## config.mk

```make
export PLATFORM = sky130hd
export DESIGN_NAME = multicycle_datapath
export DESIGN_NICKNAME = d
export VERILOG_FILES = /design/src/rtl/mcdp_pkg.sv /design/src/rtl/mcdp_alu.sv /design/src/rtl/mcdp_regfile.sv /design/src/rtl/mcdp_strobes.sv /design/src/rtl/mcdp_datapath.sv /design/src/rtl/multicycle_datapath.sv
export SDC_FILE = /design/constraint.sdc
export NUM_CORES = 2
export LEC_CHECK = 0
export CAP_MARGIN = 20
export CELL_PAD_IN_SITES_DETAIL_PLACEMENT = 0
export CELL_PAD_IN_SITES_GLOBAL_PLACEMENT = 2
export CORE_MARGIN = 2
export CORE_UTILIZATION = 45
export CTS_CLUSTER_DIAMETER = 80
export DETAILED_ROUTE_END_ITERATION = 8
export DONT_BUFFER_PORTS = 1
export GPL_ROUTABILITY_DRIVEN = 0
export PLACE_DENSITY = 0.78
export SYNTH_ARGS = -nofsm -noshare
export SYNTH_HDL_FRONTEND = slang
export SYNTH_SLANG_ARGS = --single-unit
```

## constraint.sdc

```tcl
create_clock -name clk -period 9.1 [get_ports clk]
set_clock_uncertainty 0.1 [all_clocks]
set_input_delay 0.91 -clock clk [delete_from_list [all_inputs] [get_ports clk]]
set_output_delay 0.91 -clock clk [all_outputs]
set_load 0.005 [all_outputs]
```

## src/rtl/mcdp_pkg.sv

```systemverilog
package mcdp_pkg;
  localparam int XLEN    = 32;
  localparam int REG_NUM = 32;
  localparam int REG_AW  = $clog2(REG_NUM);
  localparam int IMM_W   = 16;
  localparam int JIDX_W  = 26;
  localparam int FIELD_W = 6;

  typedef enum logic [2:0] {
    ALU_AND = 3'b000,
    ALU_OR  = 3'b001,
    ALU_ADD = 3'b010,
    ALU_SUB = 3'b110,
    ALU_SLT = 3'b111
  } aluOp_e;

  localparam logic [1:0] SRCB_REG  = 2'd0;
  localparam logic [1:0] SRCB_FOUR = 2'd1;
  localparam logic [1:0] SRCB_IMM  = 2'd2;
  localparam logic [1:0] SRCB_OFS  = 2'd3;

  localparam logic [1:0] PCS_ALU  = 2'd0;
  localparam logic [1:0] PCS_HELD = 2'd1;
  localparam logic [1:0] PCS_JUMP = 2'd2;

  typedef struct packed {
    logic       irLoad;
    logic       mdrLoad;
    logic       aLoad;
    logic       bLoad;
    logic       aluOutLoad;
    logic       regLoad;
    logic       memWr;
    logic       addrFromAluOut;
    logic       srcAFromReg;
    logic [1:0] srcBSel;
    logic [2:0] aluOp;
    logic [1:0] pcSel;
    logic       dstIsRd;
    logic       wbFromMdr;
  } strobes_t;
endpackage

```

## src/rtl/mcdp_alu.sv

```systemverilog
module mcdp_alu
  import mcdp_pkg::*;
#(
  parameter int W = XLEN
) (
  input  logic [2:0]   op,
  input  logic [W-1:0] opA,
  input  logic [W-1:0] opB,
  output logic [W-1:0] result,
  output logic         zero
);
  logic lessThan;

  always_comb begin
    lessThan = $signed(opA) < $signed(opB);
    unique case (op)
      ALU_AND: result = opA & opB;
      ALU_OR:  result = opA | opB;
      ALU_ADD: result = opA + opB;
      ALU_SUB: result = opA - opB;
      ALU_SLT: result = W'(lessThan);
      default: result = '0;
    endcase
    zero = (result == '0);
  end

  always_comb begin
    if (op == ALU_SUB) begin
      AST_SUB_ZERO: assert ((opA == opB) == zero);
    end
  end
endmodule

```

## src/rtl/mcdp_regfile.sv

```systemverilog
module mcdp_regfile
  import mcdp_pkg::*;
#(
  parameter int W = XLEN,
  parameter int N = REG_NUM,
  localparam int AW = $clog2(N)
) (
  input  logic          clk,
  input  logic          rstN,
  input  logic [AW-1:0] rdAddrA,
  input  logic [AW-1:0] rdAddrB,
  input  logic [AW-1:0] wrAddr,
  input  logic [W-1:0]  wrData,
  input  logic          wrEn,
  output logic [W-1:0]  rdDataA,
  output logic [W-1:0]  rdDataB
);
  logic [W-1:0] regs [1:N-1];

  for (genvar g = 1; g < N; g++) begin : gReg
    always_ff @(posedge clk or negedge rstN) begin
      if (!rstN) regs[g] <= '0;
      else if (wrEn && wrAddr == AW'(g)) regs[g] <= wrData;
    end
  end

  assign rdDataA = (rdAddrA == '0) ? '0 : regs[rdAddrA];
  assign rdDataB = (rdAddrB == '0) ? '0 : regs[rdAddrB];
endmodule

```

## src/rtl/mcdp_strobes.sv

```systemverilog
module mcdp_strobes
  import mcdp_pkg::*;
(
  input  logic     pcWrite,
  input  logic     pcWriteCond,
  input  logic     irWrite,
  input  logic     mdrWrite,
  input  logic     aWrite,
  input  logic     bWrite,
  input  logic     aluOutWrite,
  input  logic     regWrite,
  input  logic     memWrite,
  input  logic     memAddrSel,
  input  logic     aluSrcA,
  input  logic [1:0] aluSrcB,
  input  logic [2:0] aluOp,
  input  logic [1:0] pcSrc,
  input  logic     regDst,
  input  logic     memToReg,
  input  logic     aluZero,
  output strobes_t st,
  output logic     pcLoad
);
  always_comb begin
    st.irLoad         = irWrite;
    st.mdrLoad        = mdrWrite;
    st.aLoad          = aWrite;
    st.bLoad          = bWrite;
    st.aluOutLoad     = aluOutWrite;
    st.regLoad        = regWrite;
    st.memWr          = memWrite;
    st.addrFromAluOut = memAddrSel;
    st.srcAFromReg    = aluSrcA;
    st.srcBSel        = aluSrcB;
    st.aluOp          = aluOp;
    st.pcSel          = pcSrc;
    st.dstIsRd        = regDst;
    st.wbFromMdr      = memToReg;
  end

  // A conditional PC load is granted only when the ALU reports equality.
  assign pcLoad = pcWrite | (pcWriteCond & aluZero);
endmodule

```

## src/rtl/mcdp_datapath.sv

```systemverilog
module mcdp_datapath
  import mcdp_pkg::*;
#(
  parameter logic [XLEN-1:0] RESET_PC = '0
) (
  input  logic               clk,
  input  logic               rstN,
  input  strobes_t           st,
  input  logic               pcLoad,
  input  logic [XLEN-1:0]    memRData,
  output logic [XLEN-1:0]    memAddr,
  output logic [XLEN-1:0]    memWData,
  output logic               memWe,
  output logic [FIELD_W-1:0] instrOp,
  output logic [FIELD_W-1:0] instrFunct,
  output logic               aluZero
);
  localparam int TOP_KEEP = XLEN - JIDX_W - 2;

  logic [XLEN-1:0] pc, ir, mdr, aReg, bReg, aluOut;
  logic [XLEN-1:0] signExt, srcA, srcB, aluRes, jumpTarget, pcNext;
  logic [XLEN-1:0] rfA, rfB, wbData;
  logic [REG_AW-1:0] wbAddr;

  assign signExt    = {{(XLEN-IMM_W){ir[IMM_W-1]}}, ir[IMM_W-1:0]};
  assign jumpTarget = {pc[XLEN-1 -: TOP_KEEP], ir[JIDX_W-1:0], 2'b00};

  // Operand selection for the single shared ALU.
  always_comb begin
    srcA = st.srcAFromReg ? aReg : pc;
    unique case (st.srcBSel)
      SRCB_REG:  srcB = bReg;
      SRCB_FOUR: srcB = XLEN'(4);
      SRCB_IMM:  srcB = signExt;
      default:   srcB = signExt << 2;
    endcase
  end

  mcdp_alu #(.W(XLEN)) uAlu (
    .op    (st.aluOp),
    .opA   (srcA),
    .opB   (srcB),
    .result(aluRes),
    .zero  (aluZero)
  );

  always_comb begin
    unique case (st.pcSel)
      PCS_ALU:  pcNext = aluRes;
      PCS_HELD: pcNext = aluOut;
      default:  pcNext = jumpTarget;
    endcase
  end

  assign wbAddr = st.dstIsRd ? ir[15:11] : ir[20:16];
  assign wbData = st.wbFromMdr ? mdr : aluOut;

  mcdp_regfile #(.W(XLEN), .N(REG_NUM)) uRegs (
    .clk    (clk),
    .rstN   (rstN),
    .rdAddrA(ir[25:21]),
    .rdAddrB(ir[20:16]),
    .wrAddr (wbAddr),
    .wrData (wbData),
    .wrEn   (st.regLoad),
    .rdDataA(rfA),
    .rdDataB(rfB)
  );

  // Architectural PC and the hidden per-instruction latches.
  always_ff @(posedge clk or negedge rstN) begin
    if (!rstN) begin
      pc     <= RESET_PC;
      ir     <= '0;
      mdr    <= '0;
      aReg   <= '0;
      bReg   <= '0;
      aluOut <= '0;
    end else begin
      if (pcLoad)        pc     <= pcNext;
      if (st.irLoad)     ir     <= memRData;
      if (st.mdrLoad)    mdr    <= memRData;
      if (st.aLoad)      aReg   <= rfA;
      if (st.bLoad)      bReg   <= rfB;
      if (st.aluOutLoad) aluOut <= aluRes;
    end
  end

  assign memAddr    = st.addrFromAluOut ? aluOut : pc;
  assign memWData   = bReg;
  assign memWe      = st.memWr;
  assign instrOp    = ir[XLEN-1 -: FIELD_W];
  assign instrFunct = ir[FIELD_W-1:0];

  AST_PC_HOLD: assert property (@(posedge clk) disable iff (!rstN)
    !pcLoad |=> $stable(pc));

  AST_MDR_HOLD: assert property (@(posedge clk) disable iff (!rstN)
    !st.mdrLoad |=> $stable(mdr));

  AST_FETCH_STEP: assert property (@(posedge clk) disable iff (!rstN)
    (pcLoad && st.pcSel == PCS_ALU && !st.srcAFromReg &&
     st.srcBSel == SRCB_FOUR && st.aluOp == ALU_ADD)
    |=> pc == $past(pc) + XLEN'(4));

  AST_BRANCH_TARGET: assert property (@(posedge clk) disable iff (!rstN)
    (st.aluOutLoad && !st.srcAFromReg && st.srcBSel == SRCB_OFS &&
     st.aluOp == ALU_ADD)
    |=> aluOut == $past(pc) + ($past(signExt) << 2));

  AST_JUMP_FORM: assert property (@(posedge clk) disable iff (!rstN)
    (pcLoad && st.pcSel == PCS_JUMP)
    |=> (pc[1:0] == 2'b00 && pc[XLEN-1 -: TOP_KEEP] == $past(pc[XLEN-1 -: TOP_KEEP])));

  AST_RT0_ZERO: assert property (@(posedge clk) disable iff (!rstN)
    (st.bLoad && ir[20:16] == '0) |=> bReg == '0);
endmodule

```

## src/rtl/multicycle_datapath.sv

```systemverilog
module multicycle_datapath
  import mcdp_pkg::*;
#(
  parameter logic [XLEN-1:0] RESET_PC = '0
) (
  input  logic               clk,
  input  logic               rstN,
  input  logic [XLEN-1:0]    memRData,
  output logic [XLEN-1:0]    memAddr,
  output logic [XLEN-1:0]    memWData,
  output logic               memWe,
  output logic [FIELD_W-1:0] instrOp,
  output logic [FIELD_W-1:0] instrFunct,
  input  logic               pcWrite,
  input  logic               pcWriteCond,
  input  logic               irWrite,
  input  logic               mdrWrite,
  input  logic               aWrite,
  input  logic               bWrite,
  input  logic               aluOutWrite,
  input  logic               regWrite,
  input  logic               memWrite,
  input  logic               memAddrSel,
  input  logic               aluSrcA,
  input  logic [1:0]         aluSrcB,
  input  logic [2:0]         aluOp,
  input  logic [1:0]         pcSrc,
  input  logic               regDst,
  input  logic               memToReg
);
  strobes_t st;
  logic     pcLoad;
  logic     aluZero;

  mcdp_strobes uCtl (
    .pcWrite    (pcWrite),
    .pcWriteCond(pcWriteCond),
    .irWrite    (irWrite),
    .mdrWrite   (mdrWrite),
    .aWrite     (aWrite),
    .bWrite     (bWrite),
    .aluOutWrite(aluOutWrite),
    .regWrite   (regWrite),
    .memWrite   (memWrite),
    .memAddrSel (memAddrSel),
    .aluSrcA    (aluSrcA),
    .aluSrcB    (aluSrcB),
    .aluOp      (aluOp),
    .pcSrc      (pcSrc),
    .regDst     (regDst),
    .memToReg   (memToReg),
    .aluZero    (aluZero),
    .st         (st),
    .pcLoad     (pcLoad)
  );

  mcdp_datapath #(.RESET_PC(RESET_PC)) uDp (
    .clk       (clk),
    .rstN      (rstN),
    .st        (st),
    .pcLoad    (pcLoad),
    .memRData  (memRData),
    .memAddr   (memAddr),
    .memWData  (memWData),
    .memWe     (memWe),
    .instrOp   (instrOp),
    .instrFunct(instrFunct),
    .aluZero   (aluZero)
  );
endmodule

```

==> results_dict.tcl <==
set metrics [dict create \
    status "complete, no violations" \
    die_w_um 386 \
    cap_violations 0 \
    slew_headroom 0.149 \
    htree_num_levels 4 \
    synth_top_cell_area_share 0.452 \
    yosysSeqAreaShare 0.452 \
    finalNetCount 5861 \
    drv_slew 0 \
    syn_nets 6182 \
    comb_power_share 0.368 \
    drt_wl_total_um 232000 \
    post-synth-top-count-cell "dfrtp_1" \
    drt_iter0_drc 5107 \
    root_buffer "clkbuf_16" \
    vias 48500 \
    drtPass1Iterations 8 \
    placed_cells 7460 \
    via_per_inst 6.29 \
    synth_edf_count 0 \
    setup_tns_ps 0 \
    crit_fanout 17 \
    leakagePower_uw 0.0300 \
    drive_gt1_frac 0.208 \
    switching_power_uw 8910 \
    antenna_found_initial 8 \
    synth_simple_gate_area_frac 0.0843 \
    drc 0 \
    io_buffers 0 \
    cts_sinks 1184 \
    avgSynthCellArea_um2 10.9 \
    synth-seq-cells 1184 \
    synth-compound-area-share 0.135 \
    setup_ws_ps 2770 \
    overflow 0 \
    wl_per_cell_um 30.1 \
    placementRows 140 \
    synth_warnings 0 \
    rsz0062_at_grt "false" \
    grt_pass1_wl_um 338000 \
    finalNonFillerCells 7712 \
    startpoint_type "flop" \
    hold_class "in -> async" \
    finalHoldViolCount 0 \
    numCtsBuffers 137 \
    syn_inst 6007 \
    setup_viol 0 \
    syn_to_final_growth_pct 9.83 \
    cts_setup_buffers 0 \
    start_util 0.451 \
    synth_xor_area_frac 0.00361 \
    syn_area_um2 65500 \
    fin_crit_ps 6330 \
    crit_path_end_kind "flop" \
    synthTopCellsByArea "dfrtp_1, mux4_2, a21oi_1" \
    cts.path.max_buffers 3 \
    worstPathArrival_ps 6900 \
    synth_cell_types 78 \
    die_h_um 386 \
    grt_pass1_vias 47700 \
    peakVddDrop_mv 0.233 \
    worst_pin_slew_ps 1280 \
    die-area_um2 149000 \
    synth_top_flop_cell "dfrtp_1" \
    path_class "reg -> reg" \
    synth_common_cells "dfrtp_1, nor2_1, a21oi_1" \
    p_int_uw 15500 \
    cp_data_required_time_ps 9670 \
    synthMuxAreaShare 0.257 \
    dpl_worst_slack_ps 2560 \
    nFillCells 13100 \
    swShare 0.365 \
    cts_tree "built" \
    min_period_over_period 0.696 \
    ios 131 \
    grt_usage 0.314 \
    core_um2 145000 \
    p_per_area_nw_per_um2 339 \
    synth_fa_ha_area_frac 0.0233 \
    dp_hpwl_um 141000 \
    seq_power_share 0.400 \
    synth_top_cell_by_area "dfrtp_1" \
    grt_max_degree 230 \
    synthArstFlopShare 1.00 \
    postRouteAntennaNets 0 \
    clk_pin_slew_ps 60 \
    clkLatencyLatePin_ps 810 \
    max_freq_ghz 0.158 \
    synth_top_family_by_area "multiplexers" \
    p_clk_frac 0.232 \
]
[cell families after synthesis]
| kind of cell | after synthesis |
|---|---|
| buffers and inverters | 772 |
| xor gates and xnor gates | 27 |
| and+or+nand+nor | 1379 |
| DFF | 1184 |
| adders and majority gates | 121 |
| AOI/OAI and AO/OA | 1557 |
| muxes | 967 |
[power by group through the flow]
stage                     clock [uW]  combinational [uW]  sequential [uW]
after floorplan                    0                6870             8950
final                           5670                8970             9750
after CTS                       5760                8890             9700
after global routing            5970                9770            10100
after detailed placement           0                8840             9770
after global placement             0                8680             9640
[layout by cell type (no fill, tap or decap), drive strengths merged, types with 6 or more instances in the layout]
cell	synthesis	routed
a211oi	17	17
a21boi	6	6
a21o	30	30
a21oi	1071	1071
a22o	96	96
a22oi	6	6
a31oi	9	9
buf	103	121
bufinv	0	8
clkbuf	478	195
clkinv	0	19
dfrtp	1184	1184
diode	0	9
ha	119	119
inv	191	203
mux2	234	234
mux2i	191	191
mux4	542	542
nand2	139	139
nand2b	13	13
nand3	15	15
nand4	8	8
nor2	1099	1099
nor2b	12	12
nor3	29	29
nor4	15	15
o211ai	14	14
o21a	11	11
o21ai	121	121
o221ai	19	19
o22ai	93	93
o31ai	15	15
or2	9	9
or3	12	12
xnor2	24	24
[state kept, by name (all words and copies together), names as in the netlist]
register,count
uDp.mdr,32
uDp.aReg,32
uDp.ir,32
uDp.memWData,32
uDp.uRegs.regs,992
uDp.pc,32
uDp.aluOut,32
[critical path, stage by stage, from the launching register on]
cell and delay (ps):
dfrtp_1 650, and2_1 590, a21o_1 190, ha_1 500, nand2_1 200, nor3_1 400
nor4b_1 550, nand3_1 130, o211ai_1 370, nor3_1 70, nand3b_1 190, o211ai_1 100
and4bb_1 240, and4bb_1 300, a41oi_4 780, buf_4 480, mux2_4 340
[layout make-up]
type,count,area (um2),area share
well taps,1917,2400,0.0333
multi-input cells,4051,33400,0.464
diodes,9,22.5,0.000313
flip-flops and latches,1184,29700,0.412
clock buffers,195,3900,0.0541
clock inverters,44,657,0.00912
inverters,191,717,0.00996
repair buffers,121,1200,0.0166
[metal layers]
layer / GRT usage / part of all wire / up-vias
li1: - / - / 21100
met2: 0.496 / 0.47 / 1804
met4: 0.101 / 0.032 / 4
met3: 0.0509 / 0.070 / 389
met1: 0.443 / 0.43 / 25200
met5: 0 / 0.00012 / -
[timing repair]
item,CTS,global route
gates resized for setup,0,0
hold buffers,1,0
hold endpoints to repair,158,0
[final timing paths]
check | from | endpoint | slack (ps) | cells after the start
max in group asynchronous | rstN | uDp.ir[20] | 6920 | 2
min in group clk | aluOutWrite | uDp.aluOut[4] | 90 | 1
max | uDp.ir[15] | uDp.pc[9] | 2770 | 16
max reg2reg | uDp.ir[15] | uDp.pc[9] | 2770 | 16
min | rstN | uDp.uRegs.regs[731] | 10 | 1
min reg2reg | uDp.uRegs.regs[2] | uDp.uRegs.regs[2] | 400 | 2
[metrics by stage]
stage / instance area, um2 / hold WS, ps / power (uW) / utilization
final: 72000 / 9.70 / 24400 / 0.496
after floorplan: 65500 / 361 / 15800 / -
after CTS: 71900 / 45.1 / 24300 / 0.495
after detailed placement: 67300 / 387 / 18600 / 0.464
after global placement: 67200 / 374 / 18300 / 0.463
after global routing: 72000 / 45.1 / 25800 / 0.496
Note: power is estimated with default switching activity, not from simulation.
